$ cat config.mk
export PLATFORM = sky130hd
export DESIGN_NAME = dsl_sequencer
export DESIGN_NICKNAME = d
export VERILOG_FILES = /design/src/rtl/dsl_pkg.sv /design/src/rtl/dsl_datapath.sv /design/src/rtl/dsl_ctrl.sv /design/src/rtl/dsl_sequencer.sv
export SDC_FILE = /design/constraint.sdc
export NUM_CORES = 1
export LEC_CHECK = 0
export BUFFER_PORTS_ARGS = -buffer_cell sky130_fd_sc_hd__clkbuf_2
export CORE_MARGIN = 10
export CORE_UTILIZATION = 39
export DETAILED_ROUTE_END_ITERATION = 7
export PLACE_DENSITY = 0.71
export SLEW_MARGIN = 10
export SYNTH_ARGS = -nofsm -noshare
export SYNTH_HDL_FRONTEND = slang
export SYNTH_HIERARCHICAL = 1
export SYNTH_SLANG_ARGS = --single-unit
$ cat constraint.sdc
create_clock -name clk -period 3.05 [get_ports clk]
set_input_delay 0.305 -clock clk [delete_from_list [all_inputs] [get_ports clk]]
set_output_delay 0.305 -clock clk [all_outputs]
set_load 0.01 [all_outputs]
$ cat src/rtl/dsl_pkg.sv
package dsl_pkg;

  typedef enum logic [1:0] {
    PH_AZ  = 2'd0,
    PH_SIG = 2'd1,
    PH_REF = 2'd2
  } phase_t;

  // strobes from the control FSM to the datapath
  typedef struct packed {
    logic clrCnt;
    logic latchPol;
    logic capture;
  } seqCmd_t;

  // integer to packed BCD, up to eight digits
  function automatic logic [31:0] toBcd(input int unsigned v);
    logic [31:0] r;
    int unsigned t;
    r = '0;
    t = v;
    for (int i = 0; i < 8; i++) begin
      r[4*i +: 4] = 4'(t % 10);
      t = t / 10;
    end
    return r;
  endfunction

endpackage

$ cat src/rtl/dsl_datapath.sv
module dsl_datapath
  import dsl_pkg::*;
#(
  parameter int DIV        = 4,
  parameter int DIGITS     = 4,
  parameter int SIG_COUNTS = 1000,
  parameter int REF_MAX    = 2000,
  parameter int AZ_MIN     = 1000
) (
  input  logic                  clk,
  input  logic                  rstN,
  input  logic                  cmpIn,
  input  seqCmd_t               cmd,
  output logic                  tick,
  output logic                  cmpSync,
  output logic                  polCmp,
  output logic                  atSigEnd,
  output logic                  atRefMax,
  output logic                  atWindowEnd,
  output logic [4*DIGITS-1:0]   readingBcd,
  output logic                  readingNeg,
  output logic                  overRange,
  output logic                  latchStrobe
);

  localparam int PW = (DIV > 1) ? $clog2(DIV) : 1;
  localparam int CW = 4 * DIGITS;
  localparam logic [31:0] SIG_B32 = toBcd(SIG_COUNTS);
  localparam logic [31:0] REF_B32 = toBcd(REF_MAX);
  localparam logic [31:0] WIN_B32 = toBcd(REF_MAX + AZ_MIN);
  localparam logic [CW-1:0] SIG_B = SIG_B32[CW-1:0];
  localparam logic [CW-1:0] REF_B = REF_B32[CW-1:0];
  localparam logic [CW-1:0] WIN_B = WIN_B32[CW-1:0];

  logic [PW-1:0] pre;
  logic          syncA;
  logic [CW-1:0] cnt;
  logic [CW-1:0] cntInc;
  logic [DIGITS-1:0] carry;

  // count-period prescaler
  always_ff @(posedge clk) begin
    if (!rstN) pre <= '0;
    else if (pre == PW'(DIV - 1)) pre <= '0;
    else pre <= pre + 1'b1;
  end
  assign tick = (pre == PW'(DIV - 1));

  // two-flop synchroniser for the comparator
  always_ff @(posedge clk) begin
    if (!rstN) begin
      syncA   <= 1'b0;
      cmpSync <= 1'b0;
    end else begin
      syncA   <= cmpIn;
      cmpSync <= syncA;
    end
  end

  // decimal increment, one digit per generate slice
  assign carry[0] = 1'b1;
  genvar d;
  generate
    for (d = 0; d < DIGITS; d++) begin : gDigit
      logic [3:0] dig;
      assign dig = cnt[4*d +: 4];
      assign cntInc[4*d +: 4] = !carry[d] ? dig :
                                (dig == 4'd9) ? 4'd0 : dig + 4'd1;
      if (d < DIGITS - 1) begin : gCarry
        assign carry[d+1] = carry[d] && (dig == 4'd9);
      end
    end
  endgenerate

  always_ff @(posedge clk) begin
    if (!rstN) cnt <= '0;
    else if (tick) cnt <= cmd.clrCnt ? '0 : cntInc;
  end

  assign atSigEnd    = (cntInc == SIG_B);
  assign atRefMax    = (cntInc == REF_B);
  assign atWindowEnd = (cntInc == WIN_B);

  // sign held from the close of signal integration
  always_ff @(posedge clk) begin
    if (!rstN) polCmp <= 1'b0;
    else if (cmd.latchPol) polCmp <= cmpSync;
  end

  // result capture
  always_ff @(posedge clk) begin
    if (!rstN) begin
      readingBcd  <= '0;
      readingNeg  <= 1'b0;
      overRange   <= 1'b0;
      latchStrobe <= 1'b0;
    end else begin
      latchStrobe <= cmd.capture;
      if (cmd.capture) begin
        readingBcd <= cntInc;
        readingNeg <= !polCmp;
        overRange  <= atRefMax;
      end
    end
  end

endmodule

$ cat src/rtl/dsl_ctrl.sv
module dsl_ctrl
  import dsl_pkg::*;
(
  input  logic    clk,
  input  logic    rstN,
  input  logic    tick,
  input  logic    cmpSync,
  input  logic    polCmp,
  input  logic    atSigEnd,
  input  logic    atRefMax,
  input  logic    atWindowEnd,
  output phase_t  phase,
  output seqCmd_t cmd
);

  phase_t nxt;
  logic   crossed;

  assign crossed = cmpSync ^ polCmp;

  always_comb begin
    nxt = phase;
    cmd = '0;
    if (tick) begin
      case (phase)
        PH_AZ: if (atWindowEnd) begin
          nxt        = PH_SIG;
          cmd.clrCnt = 1'b1;
        end
        PH_SIG: if (atSigEnd) begin
          nxt          = PH_REF;
          cmd.clrCnt   = 1'b1;
          cmd.latchPol = 1'b1;
        end
        PH_REF: if (crossed || atRefMax) begin
          nxt         = PH_AZ;
          cmd.capture = 1'b1;
        end
        default: nxt = PH_AZ;
      endcase
    end
  end

  always_ff @(posedge clk) begin
    if (!rstN) phase <= PH_AZ;
    else phase <= nxt;
  end

endmodule

$ cat src/rtl/dsl_sequencer.sv
module dsl_sequencer
  import dsl_pkg::*;
#(
  parameter int DIV        = 4,
  parameter int DIGITS     = 4,
  parameter int SIG_COUNTS = 1000,
  parameter int REF_MAX    = 2000,
  parameter int AZ_MIN     = 1000
) (
  input  logic                clk,
  input  logic                rstN,
  input  logic                cmpIn,
  output logic                azOn,
  output logic                sigOn,
  output logic                refDown,
  output logic                refUp,
  output logic [4*DIGITS-1:0] readingBcd,
  output logic                readingNeg,
  output logic                overRange,
  output logic                latchStrobe
);

  phase_t  phase;
  seqCmd_t cmd;
  logic    tick, cmpSync, polCmp;
  logic    atSigEnd, atRefMax, atWindowEnd;

  dsl_ctrl ctrl_i (
    .clk(clk), .rstN(rstN), .tick(tick), .cmpSync(cmpSync), .polCmp(polCmp),
    .atSigEnd(atSigEnd), .atRefMax(atRefMax), .atWindowEnd(atWindowEnd),
    .phase(phase), .cmd(cmd)
  );

  dsl_datapath #(
    .DIV(DIV), .DIGITS(DIGITS), .SIG_COUNTS(SIG_COUNTS),
    .REF_MAX(REF_MAX), .AZ_MIN(AZ_MIN)
  ) dp_i (
    .clk(clk), .rstN(rstN), .cmpIn(cmpIn), .cmd(cmd), .tick(tick),
    .cmpSync(cmpSync), .polCmp(polCmp), .atSigEnd(atSigEnd),
    .atRefMax(atRefMax), .atWindowEnd(atWindowEnd),
    .readingBcd(readingBcd), .readingNeg(readingNeg),
    .overRange(overRange), .latchStrobe(latchStrobe)
  );

  assign azOn    = (phase == PH_AZ);
  assign sigOn   = (phase == PH_SIG);
  assign refDown = (phase == PH_REF) && polCmp;
  assign refUp   = (phase == PH_REF) && !polCmp;

endmodule

==> reports/metrics.json, run 1 <==
{
  "floorplan.initialDensity": {"value": 40.9, "unit": "%"},
  "h-tree-depth": {"value": 2},
  "synth.ff_latch_count": {"value": 42},
  "dp.cells": {"value": 346},
  "worst_setup_hold_path_clk_slew": {"value": 0.09, "unit": "ns"},
  "final_util": {"value": 49.5, "unit": "%"},
  "yosysTopAreaCellShare": {"value": 39.5, "unit": "%"},
  "routed-via-count": {"value": 1892},
  "worst_slew_margin_rel": {"value": 71.9, "unit": "%"},
  "ys_top_cells_by_count": {"value": "42 x sky130_fd_sc_hd__dfxtp_1, 27 x sky130_fd_sc_hd__nor2_1, 21 x sky130_fd_sc_hd__o21ai_0, 17 x sky130_fd_sc_hd__nand2_1, 15 x sky130_fd_sc_hd__a21oi_1"},
  "run_status": {"value": "finished clean"},
  "synth_top_flop_cell": {"value": "sky130_fd_sc_hd__dfxtp_1"},
  "mapped_cells": {"value": 248},
  "powerDensity": {"value": 408, "unit": "nW/um^2"},
  "final.min_clock_period": {"value": 2.87, "unit": "ns"},
  "drt-wirelength-per-cell": {"value": 14.4, "unit": "microns"},
  "worst_clock_skew": {"value": 0.00842, "unit": "ns"},
  "report.final.hold_viol_count": {"value": 0},
  "last_weighted_congestion_value_of_the_routability_driven_placer": {"value": 0.855},
  "drive_above_1_share": {"value": 24.6, "unit": "%"},
  "syn-cell-area": {"value": 2130, "unit": "sq um"},
  "preCtsSetupSlack": {"value": 0.0515, "unit": "ns"},
  "asyncSetResetFlopFracSynth": {"value": 0, "unit": "%"},
  "syn2layout_area_growth": {"value": 21.2, "unit": "%"},
  "total_leakage_power": {"value": 0.944, "unit": "nW"},
  "insertion_delay": {"value": 0.30, "unit": "ns"},
  "synth_area_leaders": {"value": "sky130_fd_sc_hd__dfxtp_1 40%, sky130_fd_sc_hd__o21ai_0 4.9%, sky130_fd_sc_hd__nor2_1 4.8%"},
  "cts-root-to-sink-buffers": {"value": 2},
  "drt-vias-per-instance": {"value": 5.33},
  "wire_length_of_the_first_global_routing_pass": {"value": 8.59, "unit": "mm"},
  "endpoint_kind": {"value": "register"},
  "grt_pass1_vias": {"value": 1835},
  "floorplan.rows": {"value": 26},
  "critical_path.max_stage_delay": {"value": 0.54, "unit": "ns"},
  "critical_path.cell_chain": {"value": "inv_2 > ha_4 > nand3b_1 > or4_4 > a21oi_2 > nand4_1 > nor3b_2 > mux2i_1 > nor3b_2 > nand3b_1 > buf_6 > a21oi_1 > o21ai_0 > o31ai_1"},
  "groute.usage.overall": {"value": 11.6, "unit": "%"},
  "worst-path-max-fanout": {"value": 11},
  "setup_viol_count_final": {"value": 0},
  "critical_path.n_buffers_inverters": {"value": 2},
  "grt_antenna_before_repair": {"value": 0},
  "slowest_stage": {"value": "sky130_fd_sc_hd__or4_4"},
  "final_cell_area": {"value": 2580, "unit": "sq um"},
  "grt_max_degree": {"value": 29},
  "design.portCount": {"value": 26},
  "cts_tree": {"value": "yes"},
  "yosys.cell_count.top_type": {"value": "sky130_fd_sc_hd__dfxtp_1"},
  "final_global_route_overflow_total": {"value": 0},
  "1st_iter_drt_viols": {"value": 123},
  "synth_warnings": {"value": 6},
  "cp_data_arrival_time": {"value": 3.04, "unit": "ns"},
  "final_cell_count_no_fill": {"value": 355},
  "io_buffer_count": {"value": 25},
  "peakVddDrop": {"value": 0.000201, "unit": "V"},
  "final.hold.worst_slack": {"value": 0.210, "unit": "ns"},
  "worst_margin_pin_slew": {"value": 0.421, "unit": "ns"},
  "max_cap_violations": {"value": 0},
  "die_height": {"value": 93.9, "unit": "microns"},
  "synthDominantAreaCellType": {"value": "sky130_fd_sc_hd__dfxtp_1"},
  "maxSlewViolCount": {"value": 0},
  "hp-class": {"value": "primary input to register"},
  "synth_cell_type_count": {"value": 47},
  "die_w": {"value": 93.9, "unit": "microns"},
  "final_nets": {"value": 292},
  "fp.dieArea": {"value": 8810, "unit": "sq um"},
  "synth.yosys.seq_area_share": {"value": 39.5, "unit": "%"},
  "drt_first_pass_iters": {"value": 4},
  "synth_edf_count": {"value": 0},
  "final_layout_fill_cell_count": {"value": 504},
  "cts_root_buf": {"value": "sky130_fd_sc_hd__clkbuf_8"},
  "antennaDiodeCount": {"value": 0},
  "postLayoutSetupSlackWorst": {"value": 0.182, "unit": "ns"},
  "clock_sinks": {"value": 42},
  "hpwlAfterDp": {"value": 3.60, "unit": "mm"},
  "placement.cell_area": {"value": 2410, "unit": "sq um"},
  "timing.critical_path.from_type": {"value": "register"},
  "synth_fp_nets": {"value": 256},
  "fmaxAchievable": {"value": 349, "unit": "MHz"},
  "antenna_violating_nets_post_route": {"value": 0},
  "worstPathRequired": {"value": 3.23, "unit": "ns"},
  "core": {"value": 5200, "unit": "sq um"},
  "finalCritPeriodShare": {"value": 94.0, "unit": "%"},
  "crit_family": {"value": "simple AND/OR/NAND/NOR gates"},
  "holdBufCountCts": {"value": 0},
  "cts_made_buffers": {"value": 5},
  "synth.avg_cell_area": {"value": 8.58, "unit": "sq um"},
  "finalWirelength": {"value": 5.12, "unit": "mm"},
  "worst-setup-path-type": {"value": "register to register"},
  "drc": {"value": 0}
}
[metal layers]
metal	up-vias	track usage [%]	wire (microns)	share of wire, %
met5	-	0	0	0
met4	0	3.80	53	1.0
met3	4	2.32	182	3.6
met2	31	20.3	2580	50
met1	877	13.8	2310	45
li1	980	-	-	-
[power breakdown]
group	leakage (nW)	internal (mW)	switching [mW]
logic	0.553	0.0185	0.0306
registers	0.340	0.554	0.00301
clock network	0.0504	0.244	0.202
[worst register-to-register path: stages, from the launching register on]
cell,delay (ns)
sky130_fd_sc_hd__dfxtp_1,0.34
sky130_fd_sc_hd__inv_2,0.08
sky130_fd_sc_hd__ha_4,0.16
sky130_fd_sc_hd__nand3b_1,0.10
sky130_fd_sc_hd__or4_4,0.54
sky130_fd_sc_hd__a21oi_2,0.12
sky130_fd_sc_hd__nand4_1,0.17
sky130_fd_sc_hd__nor3b_2,0.25
sky130_fd_sc_hd__mux2i_1,0.13
sky130_fd_sc_hd__nor3b_2,0.22
sky130_fd_sc_hd__nand3b_1,0.20
sky130_fd_sc_hd__buf_6,0.16
sky130_fd_sc_hd__a21oi_1,0.04
sky130_fd_sc_hd__o21ai_0,0.15
sky130_fd_sc_hd__o31ai_1,0.09
[flip-flops by register name, summed over array words and instances, names as in the netlist]
signal	flops
dp_i/cmpSync	1
dp_i/latchStrobe	1
dp_i/pre	2
dp_i/readingBcd	16
dp_i/readingNeg	1
dp_i/polCmp	1
dp_i/syncA	1
dp_i/overRange	1
dp_i/cnt	16
ctrl_i/phase	2
[layout by cell type (no fill, tap or decap), types with 4 or more instances in the layout]
cell type                  instances
sky130_fd_sc_hd__clkbuf_8          5
sky130_fd_sc_hd__nor2_1           27
sky130_fd_sc_hd__nor2b_1           5
sky130_fd_sc_hd__dfxtp_1          40
sky130_fd_sc_hd__nand4_1           4
sky130_fd_sc_hd__a22oi_1           4
sky130_fd_sc_hd__a21oi_1          13
sky130_fd_sc_hd__o21ai_0          18
sky130_fd_sc_hd__nand2b_1          4
sky130_fd_sc_hd__clkbuf_2         25
sky130_fd_sc_hd__inv_1             5
sky130_fd_sc_hd__nor3_1            8
sky130_fd_sc_hd__xnor2_1           5
sky130_fd_sc_hd__ha_1              4
sky130_fd_sc_hd__a211oi_1         12
sky130_fd_sc_hd__nand2_1          17
sky130_fd_sc_hd__buf_4            15
sky130_fd_sc_hd__nand3_1           5
sky130_fd_sc_hd__o31ai_1           4
[cells by family after synthesis]
| group | count (synthesis) | synth area share [%] |
|---|---|---|
| mux | 4 | 2.47 |
| simple gates | 97 | 26.4 |
| xor+xnor | 8 | 3.29 |
| buf+inv | 22 | 4.47 |
| fa+ha+maj | 5 | 2.94 |
| flops | 42 | 39.5 |
| compound gates | 70 | 20.9 |
[timing repair]
| action | in CTS | in global routing |
|---|---|---|
| pin swaps | 0 | 5 |
| setup buffers | 0 | 1 |
| gates resized for setup | 3 | 14 |
| setup endpoints to repair | 5 | 32 |
| endpoints found under the hold margin | 0 | 0 |
[path summary, 6_finish.rpt]
path | to | startpoint | slack [ns] | cells after the start
setup / recovery | dp_i/cnt[8] | dp_i/cnt[1] | 0.18 | 14
hold / removal | dp_i/syncA | cmpIn | 0.21 | 2
setup reg to reg | dp_i/cnt[8] | dp_i/cnt[1] | 0.18 | 14
hold reg to reg | dp_i/pre[0] | dp_i/pre[0] | 0.43 | 1
[through the flow]
step                      total power [mW]  TNS (ns)
after floorplan                      0.597         0
after CTS                             1.06         0
final                                 1.05         0
after global placement               0.613         0
after detailed placement             0.615         0
after global routing                  1.09  -0.00410
[layout make-up]
class | instances | area (sq um) | area share, %
repair buffers | 43 | 272 | 10.5
flip-flops and latches | 42 | 843 | 32.7
multi-input cells | 184 | 1230 | 47.8
inverters | 8 | 30.0 | 1.17
clock inverters | 3 | 45.0 | 1.75
well taps | 70 | 87.6 | 3.40
clock buffers | 5 | 68.8 | 2.67
(Power assumes the default switching activity.)
==> run 2, diff against run 1 <==
PLACE_DENSITY = 0.69   (was 0.71)
clock period = 3.7 ns   (was 3.05 ns; I/O delays follow)
==> reports/metrics.json, run 2 (synthesized netlist as in run 1, its figures left out) <==
{
  "run_status": {"value": "finished clean"},
  "floorplan.initialDensity": {"value": 40.9, "unit": "%", "change": "unchanged"},
  "cts_made_buffers": {"value": 5, "change": "unchanged"},
  "maxSlewViolCount": {"value": 0, "change": "unchanged"},
  "finalCritPeriodShare": {"value": 89.3, "unit": "%", "change": "-4.8 points"},
  "layout.cells.most_common_list": {"value": "42 x sky130_fd_sc_hd__dfxtp_1, 27 x sky130_fd_sc_hd__nor2_1, 25 x sky130_fd_sc_hd__clkbuf_2"},
  "peakVddDrop": {"value": 0.000181, "unit": "V", "change": "-10%"},
  "totalNegativeSetupSlack": {"value": 0, "unit": "ns", "change": "unchanged"},
  "routed-via-count": {"value": 1851, "change": "-2.2%"},
  "cts_root_buf": {"value": "sky130_fd_sc_hd__clkbuf_8"},
  "layout_top_registers": {"value": "dp_i/cnt: 16 flops, dp_i/readingBcd: 16 flops"},
  "wire_length_of_the_first_global_routing_pass": {"value": 8.11, "unit": "mm", "change": "-5.5%"},
  "critical_path.max_stage_delay": {"value": 0.56, "unit": "ns", "change": "+0.02 ns"},
  "final_cell_area": {"value": 2460, "unit": "sq um", "change": "-4.5%"},
  "holdBufCountCts": {"value": 0, "change": "unchanged"},
  "antenna_violating_nets_post_route": {"value": 0, "change": "unchanged"},
  "hpwlAfterDp": {"value": 3.44, "unit": "mm", "change": "-4.5%"},
  "cp_data_arrival_time": {"value": 3.48, "unit": "ns", "change": "+0.44 ns"},
  "final_util": {"value": 47.3, "unit": "%", "change": "-2.2 points"},
  "cts_tree": {"value": "yes"},
  "clock_sinks": {"value": 42, "change": "unchanged"},
  "worst-setup-path-type": {"value": "register to register"},
  "crit_family": {"value": "simple AND/OR/NAND/NOR gates"},
  "die_w": {"value": 93.9, "unit": "microns", "change": "unchanged"},
  "drt_first_pass_iters": {"value": 4, "change": "unchanged"},
  "groute.usage.overall": {"value": 11.3, "unit": "%", "change": "-0.33 points"},
  "last_weighted_congestion_value_of_the_routability_driven_placer": {"value": 0.873, "change": "+2.0%"},
  "multi_input_area": {"value": 1200, "unit": "sq um", "change": "-2.8%"},
  "cts-root-to-sink-buffers": {"value": 2, "change": "unchanged"},
  "grt_antenna_before_repair": {"value": 0, "change": "unchanged"},
  "antennaDiodeCount": {"value": 0, "change": "unchanged"},
  "setup_viol_count_final": {"value": 0, "change": "unchanged"},
  "critical_path.cell_chain": {"value": "ha_1 > nand3b_1 > or4_4 > a21oi_1 > nand4_1 > nor3b_1 > mux2i_1 > nor3b_1 > nand3b_1 > buf_4 > a21oi_1 > o21ai_0 > o31ai_1"},
  "worst_clock_skew": {"value": 0.00618, "unit": "ns", "change": "-0.00224 ns"},
  "floorplan.rows": {"value": 26, "change": "unchanged"},
  "drt-wirelength-per-cell": {"value": 14.0, "unit": "microns", "change": "-3.1%"},
  "postCtsSetupBuffers": {"value": 0, "change": "unchanged"},
  "core": {"value": 5200, "unit": "sq um", "change": "unchanged"},
  "worst_slew_margin_rel": {"value": 56.2, "unit": "%", "change": "-16 points"},
  "io_buffer_count": {"value": 25, "change": "unchanged"},
  "worstSetupPathDepth": {"value": 13, "change": "-1"},
  "hp-class": {"value": "primary input to register"},
  "insertion_delay": {"value": 0.29, "unit": "ns", "change": "about the same"},
  "final_global_route_overflow_total": {"value": 0, "change": "unchanged"},
  "finalWirelength": {"value": 4.79, "unit": "mm", "change": "-6.3%"},
  "die_height": {"value": 93.9, "unit": "microns", "change": "unchanged"},
  "design_power_total": {"value": 0.927, "unit": "mW", "change": "-12%"},
  "final_layout_fill_cell_count": {"value": 524, "change": "+4.0%"},
  "drt-vias-per-instance": {"value": 5.40, "change": "+1.3%"},
  "final_nets": {"value": 280, "change": "-4.1%"},
  "final.min_clock_period": {"value": 3.30, "unit": "ns", "change": "+0.436 ns"},
  "slowest_stage": {"value": "sky130_fd_sc_hd__or4_4"},
  "fmaxAchievable": {"value": 303, "unit": "MHz", "change": "-13%"},
  "worstPathRequired": {"value": 3.88, "unit": "ns", "change": "+0.65 ns"},
  "powerDensity": {"value": 376, "unit": "nW/um^2", "change": "-7.7%"},
  "ff_latch_area": {"value": 841, "unit": "sq um", "change": "-0.30%"},
  "report.final.hold_viol_count": {"value": 0, "change": "unchanged"},
  "worst_margin_pin_slew": {"value": 0.654, "unit": "ns", "change": "+0.233 ns"},
  "reg2reg_depth": {"value": 13, "change": "-1"},
  "worst_setup_hold_path_clk_slew": {"value": 0.08, "unit": "ns", "change": "about the same"},
  "timing.critical_path.from_type": {"value": "register"},
  "drc": {"value": 0, "change": "unchanged"},
  "max_cap_violations": {"value": 0, "change": "unchanged"},
  "critical_path.n_buffers_inverters": {"value": 1, "change": "-1"},
  "drive_above_1_share": {"value": 17.6, "unit": "%", "change": "-7.0 points"},
  "placement.cell_area": {"value": 2320, "unit": "sq um", "change": "-3.4%"},
  "syn2layout_area_growth": {"value": 15.8, "unit": "%"},
  "grt_max_degree": {"value": 29, "change": "unchanged"},
  "total_leakage_power": {"value": 0.892, "unit": "nW", "change": "-5.5%"},
  "fp.dieArea": {"value": 8810, "unit": "sq um", "change": "unchanged"},
  "endpoint_kind": {"value": "register"},
  "most_common_cell_after_layout_fill_and_taps_aside": {"value": "sky130_fd_sc_hd__dfxtp_1"},
  "rsz0062_at_grt": {"value": "false"},
  "hold_path_depth": {"value": 2, "change": "unchanged"},
  "1st_iter_drt_viols": {"value": 86, "change": "-30%"},
  "h-tree-depth": {"value": 2, "change": "unchanged"},
  "cts_resized": {"value": 0, "change": "-3"},
  "worst-path-max-fanout": {"value": 11, "change": "unchanged"},
  "grt_pass1_vias": {"value": 1670, "change": "-9.0%"},
  "design.portCount": {"value": 26, "change": "unchanged"}
}
-- run 2: cell types whose count changed in the layout (fill, tap and decap cells not counted), sizes merged --
| cell | before | now |
|---|---|---|
| buf | 18 | 6 |
| clkinv | 1 | 3 |
| bufinv | 1 | 2 |
| inv | 7 | 6 |
| clkinvlp | 2 | 0 |
-- run 2: worst paths after layout --
path               start           end  slack, ns
max reg2reg  dp_i/cnt[0]  dp_i/cnt[10]       0.40
min                cmpIn    dp_i/syncA       0.28
max          dp_i/cnt[0]  dp_i/cnt[10]       0.40
min reg2reg   dp_i/syncA  dp_i/cmpSync       0.44
-- run 2: metrics by stage --
step                      setup WS [ns]  hold slack, ns  instances
final                             0.396           0.284        343
after floorplan                   0.707           0.399        248
after global placement            0.598           0.413        335
after CTS                         0.423           0.272        343
after global routing            0.00649           0.282        343
after detailed placement          0.447           0.424        335
-- run 2: worst reg2reg max path, stage by stage (launching register included) --
cell and delay [ns]:
sky130_fd_sc_hd__dfxtp_1 0.46, sky130_fd_sc_hd__ha_1 0.31, sky130_fd_sc_hd__nand3b_1 0.19, sky130_fd_sc_hd__or4_4 0.56, sky130_fd_sc_hd__a21oi_1 0.15, sky130_fd_sc_hd__nand4_1 0.15, sky130_fd_sc_hd__nor3b_1 0.34, sky130_fd_sc_hd__mux2i_1 0.12
sky130_fd_sc_hd__nor3b_1 0.26, sky130_fd_sc_hd__nand3b_1 0.17, sky130_fd_sc_hd__buf_4 0.18, sky130_fd_sc_hd__a21oi_1 0.05, sky130_fd_sc_hd__o21ai_0 0.17, sky130_fd_sc_hd__o31ai_1 0.09
-- run 2: where the power goes --
group          internal, mW  switching [mW]
clock network         0.270           0.163
logic                0.0113          0.0227
registers             0.456         0.00305
total                 0.738           0.189
-- run 2: per-layer routing --
metal	wire length, microns	vias up	GRT usage (%)
li1	-	955	-
met1	2250	873	13.3
met2	2330	21	18.9
met3	168	2	2.80
met4	47	0	5.06
met5	0	-	0
-- run 2: area by class of cell --
class	instances	area share, %
Multi-Input combinational cell	184	48.6
Tap cell	70	3.56
Sequential cell	42	34.1
Timing Repair Buffer	31	6.91
Inverter	8	1.22
Clock inverter	3	2.79
Clock buffer	5	2.79
==> run 3, diff against run 2 <==
SYNTH_HIERARCHICAL = unset   (was 1)
==> reports/metrics.json, run 3 <==
{
  "run_status": {"value": "finished clean"},
  "asyncSetResetFlopFracSynth": {"value": 0, "unit": "%", "change": "unchanged"},
  "drc": {"value": 0, "change": "unchanged"},
  "crit-reg2reg-capture": {"value": "dp_i.readingBcd[2]"},
  "hp-class": {"value": "primary input to register"},
  "synth.ff_latch_count": {"value": 42, "change": "unchanged"},
  "synth_edf_count": {"value": 0, "change": "unchanged"},
  "cts_root_buf": {"value": "sky130_fd_sc_hd__clkbuf_8"},
  "swShare": {"value": 23.1, "unit": "%", "change": "+2.7 points"},
  "layout_top_registers": {"value": "dp_i.cnt: 16 flops, dp_i.readingBcd: 16 flops"},
  "last_weighted_congestion_value_of_the_routability_driven_placer": {"value": 0.761, "change": "-13%"},
  "final_layout_fill_cell_count": {"value": 604, "change": "+15%"},
  "clock_sinks": {"value": 42, "change": "unchanged"},
  "yosys.cell_count.top_type": {"value": "sky130_fd_sc_hd__dfxtp_1"},
  "1st_iter_drt_viols": {"value": 173, "change": "+100%"},
  "endpoint_kind": {"value": "register"},
  "peakVddDrop": {"value": 0.000185, "unit": "V", "change": "+2.1%"},
  "placement.cell_area": {"value": 2480, "unit": "sq um", "change": "+6.8%"},
  "final_global_route_overflow_total": {"value": 0, "change": "unchanged"},
  "max_cap_violations": {"value": 0, "change": "unchanged"},
  "drt-wirelength-per-cell": {"value": 14.5, "unit": "microns", "change": "+3.7%"},
  "synth_warnings": {"value": 0, "change": "-6"},
  "maxSlewViolCount": {"value": 0, "change": "unchanged"},
  "io_buffer_count": {"value": 25, "change": "unchanged"},
  "final_cell_area": {"value": 2590, "unit": "sq um", "change": "+5.2%"},
  "crit_end": {"value": "dp_i.readingBcd[2]"},
  "most_common_cell_after_layout_fill_and_taps_aside": {"value": "sky130_fd_sc_hd__dfxtp_1"},
  "cts_resized": {"value": 0, "change": "unchanged"},
  "mapped_cells": {"value": 286, "change": "+15%"},
  "die_height": {"value": 97.3, "unit": "microns", "change": "+3.6%"},
  "synth_top_flop_cell": {"value": "sky130_fd_sc_hd__dfxtp_1"},
  "postCtsSetupBuffers": {"value": 0, "change": "unchanged"},
  "worst_clock_skew": {"value": 0.00644, "unit": "ns", "change": "+0.000253 ns"},
  "worstPathRequired": {"value": 3.90, "unit": "ns", "change": "+0.02 ns"},
  "pwr-share-seq": {"value": 53.4, "unit": "%", "change": "+3.8 points"},
  "crit-reg2reg-launch": {"value": "dp_i.cnt[0]"},
  "rsz0062_at_grt": {"value": "false"},
  "finalWirelength": {"value": 5.45, "unit": "mm", "change": "+14%"},
  "antenna_violating_nets_post_route": {"value": 0, "change": "unchanged"},
  "comb_power_share": {"value": 7.2, "unit": "%", "change": "+3.5 points"},
  "final.min_clock_period": {"value": 2.88, "unit": "ns", "change": "-0.420 ns"},
  "h-tree-depth": {"value": 2, "change": "unchanged"},
  "yosysTopAreaCellShare": {"value": 36.1, "unit": "%", "change": "-3.4 points"},
  "ys_top_cells_by_count": {"value": "42 x sky130_fd_sc_hd__dfxtp_1, 27 x sky130_fd_sc_hd__nor2_1, 22 x sky130_fd_sc_hd__nand3_1, 22 x sky130_fd_sc_hd__o21ai_0, 18 x sky130_fd_sc_hd__nand2_1"},
  "total_switching_power": {"value": 0.207, "unit": "mW", "change": "+9.7%"},
  "floorplan.initialDensity": {"value": 39.8, "unit": "%", "change": "-1.1 points"},
  "reg2reg_depth": {"value": 6, "change": "-7"},
  "preCtsSetupSlack": {"value": 0.880, "unit": "ns", "change": "+0.433 ns"},
  "synth.avg_cell_area": {"value": 8.14, "unit": "sq um", "change": "-5.1%"},
  "grt_pass1_vias": {"value": 1919, "change": "+15%"},
  "hpwlAfterDp": {"value": 3.78, "unit": "mm", "change": "+10%"},
  "cp_data_arrival_time": {"value": 3.09, "unit": "ns", "change": "-0.39 ns"},
  "wire_length_of_the_first_global_routing_pass": {"value": 9.29, "unit": "mm", "change": "+14%"},
  "setup_viol_count_final": {"value": 0, "change": "unchanged"},
  "dp.cells": {"value": 368, "change": "+9.9%"},
  "groute.usage.overall": {"value": 11.3, "unit": "%", "change": "-0.014 points"},
  "synthDominantAreaCellType": {"value": "sky130_fd_sc_hd__dfxtp_1"},
  "r2r_slack": {"value": 0.82, "unit": "ns", "change": "+0.42 ns"},
  "worst_slew_margin_rel": {"value": 44.5, "unit": "%", "change": "-12 points"},
  "report.final.hold_viol_count": {"value": 0, "change": "unchanged"},
  "drt-vias-per-instance": {"value": 5.60, "change": "+3.7%"},
  "grt_max_degree": {"value": 36, "change": "+24%"},
  "floorplan.rows": {"value": 28, "change": "+7.7%"},
  "final.hold.worst_slack": {"value": 0.279, "unit": "ns", "change": "-0.00416 ns"},
  "final_util": {"value": 44.3, "unit": "%", "change": "-3.0 points"},
  "grt_antenna_before_repair": {"value": 0, "change": "unchanged"},
  "cts-root-to-sink-buffers": {"value": 2, "change": "unchanged"},
  "clockPowerShare": {"value": 39.4, "unit": "%", "change": "-7.4 points"},
  "cts_tree": {"value": "yes"},
  "worst-path-max-fanout": {"value": 11, "change": "unchanged"},
  "design.portCount": {"value": 26, "change": "unchanged"},
  "holdBufCountCts": {"value": 0, "change": "unchanged"},
  "synth_cell_type_count": {"value": 52, "change": "+11%"},
  "critPathLaunch": {"value": "dp_i.cnt[0]"},
  "syn-cell-area": {"value": 2330, "unit": "sq um", "change": "+9.4%"},
  "synth_fp_nets": {"value": 290, "change": "+13%"},
  "cts_made_buffers": {"value": 5, "change": "unchanged"},
  "core": {"value": 5850, "unit": "sq um", "change": "+12%"},
  "die_w": {"value": 97.3, "unit": "microns", "change": "+3.6%"},
  "worst_setup_hold_path_clk_slew": {"value": 0.08, "unit": "ns", "change": "about the same"},
  "insertion_delay": {"value": 0.29, "unit": "ns", "change": "about the same"},
  "design_power_total": {"value": 0.897, "unit": "mW", "change": "-3.2%"},
  "worst_margin_pin_slew": {"value": 0.831, "unit": "ns", "change": "+0.177 ns"},
  "fp.dieArea": {"value": 9460, "unit": "sq um", "change": "+7.4%"},
  "syn2layout_area_growth": {"value": 11.3, "unit": "%"},
  "synth_area_leaders": {"value": "sky130_fd_sc_hd__dfxtp_1 36%, sky130_fd_sc_hd__xnor2_1 4.9%, sky130_fd_sc_hd__nand3_1 4.7%"},
  "powerDensity": {"value": 346, "unit": "nW/um^2", "change": "-8.0%"},
  "worst-setup-path-type": {"value": "register to register"},
  "design_internal_power": {"value": 0.690, "unit": "mW", "change": "-6.5%"},
  "postLayoutSetupSlackWorst": {"value": 0.816, "unit": "ns", "change": "+0.420 ns"},
  "antennaDiodeCount": {"value": 0, "change": "unchanged"},
  "totalNegativeSetupSlack": {"value": 0, "unit": "ns", "change": "unchanged"},
  "routed-via-count": {"value": 2105, "change": "+14%"},
  "final_nets": {"value": 304, "change": "+8.6%"},
  "drive_above_1_share": {"value": 15.6, "unit": "%", "change": "-2.0 points"},
  "final_cell_count_no_fill": {"value": 376, "change": "+9.6%"},
  "finalCritPeriodShare": {"value": 77.9, "unit": "%", "change": "-11 points"},
  "drt_first_pass_iters": {"value": 4, "change": "unchanged"},
  "timing.critical_path.from_type": {"value": "register"},
  "total_leakage_power": {"value": 0.942, "unit": "nW", "change": "+5.7%"},
  "layout.cells.most_common_list": {"value": "42 x sky130_fd_sc_hd__dfxtp_1, 27 x sky130_fd_sc_hd__nor2_1, 25 x sky130_fd_sc_hd__clkbuf_2"},
  "fmaxAchievable": {"value": 347, "unit": "MHz", "change": "+15%"},
  "synth.yosys.seq_area_share": {"value": 36.1, "unit": "%", "change": "-3.4 points"}
}
-- run 3: changes by cell type after synthesis, moves of 3 or more --
cell / previous run / this run
sky130_fd_sc_hd__a32oi_1: 0 / 9
sky130_fd_sc_hd__xnor2_1: 5 / 13
sky130_fd_sc_hd__ha_1: 5 / 1
sky130_fd_sc_hd__clkbuf_1: 8 / 15
sky130_fd_sc_hd__or3_1: 0 / 3
sky130_fd_sc_hd__inv_1: 6 / 10
sky130_fd_sc_hd__a211oi_1: 12 / 9
sky130_fd_sc_hd__a21oi_1: 15 / 10
sky130_fd_sc_hd__a22oi_1: 4 / 1
sky130_fd_sc_hd__a22o_1: 0 / 3
sky130_fd_sc_hd__o31ai_1: 4 / 0
sky130_fd_sc_hd__nand3_1: 5 / 22
-- run 3: layout make-up --
| cell class | instances | area, sq um | area share, % |
|---|---|---|---|
| clock inverters | 1 | 30.0 | 1.16 |
| multi-input cells | 211 | 1350 | 52.2 |
| clock buffers | 7 | 76.3 | 2.95 |
| flip-flops and latches | 42 | 841 | 32.5 |
| repair buffers | 29 | 155 | 5.99 |
| well taps | 75 | 93.8 | 3.62 |
| inverters | 11 | 41.3 | 1.59 |
-- run 3: layer usage --
layer / share of wire, % / track usage, % / up-vias
li1: - / - / 1059
met1: 47 / 14.6 / 995
met2: 47 / 17.9 / 46
met3: 4.8 / 2.49 / 5
met4: 1.4 / 4.03 / 0
met5: 0 / 0 / -
-- run 3: worst max-delay path, cell delays in order, from the launching register on --
cell,delay (ns)
sky130_fd_sc_hd__dfxtp_1,0.54
sky130_fd_sc_hd__and4bb_1,0.47
sky130_fd_sc_hd__nand4_2,0.28
sky130_fd_sc_hd__or3_1,0.49
sky130_fd_sc_hd__a2111o_1,0.52
sky130_fd_sc_hd__a21o_1,0.26
sky130_fd_sc_hd__a211oi_1,0.24
-- run 3: cells by family (layout without fill, tap and decap cells) --
family          Yosys count  in the layout  share of synthesized area, %
compound gates           72             72                          21.3
fa+ha+maj                 1              1                         0.538
xor+xnor                 16             16                          6.02
simple gates            116            116                          27.0
buf+inv                  33             48                          6.08
mux                       6              6                          2.90
flops                    42             42                          36.1
-- run 3: worst min path at each step --
stage | to | from | cells after the start | slack (ns)
3_3_place_gp | dp_i.cmpSync | dp_i.syncA | 1 | 0.41
2_1_floorplan | dp_i.pre[0] | dp_i.pre[0] | 1 | 0.40
6_report | dp_i.syncA | cmpIn | 2 | 0.28
4_1_cts | dp_i.syncA | cmpIn | 2 | 0.28
5_1_grt | dp_i.syncA | cmpIn | 2 | 0.28
3_5_place_dp | dp_i.pre[0] | dp_i.pre[0] | 1 | 0.42
-- run 3: power groups by stage --
stage / Clock [mW] / Sequential (mW) / Combinational [mW]
global placement: 0 / 0.489 / 0.0641
CTS: 0.362 / 0.479 / 0.0653
detailed placement: 0 / 0.489 / 0.0654
floorplan: 0 / 0.480 / 0.0589
finish: 0.353 / 0.479 / 0.0646
global route: 0.382 / 0.482 / 0.0728
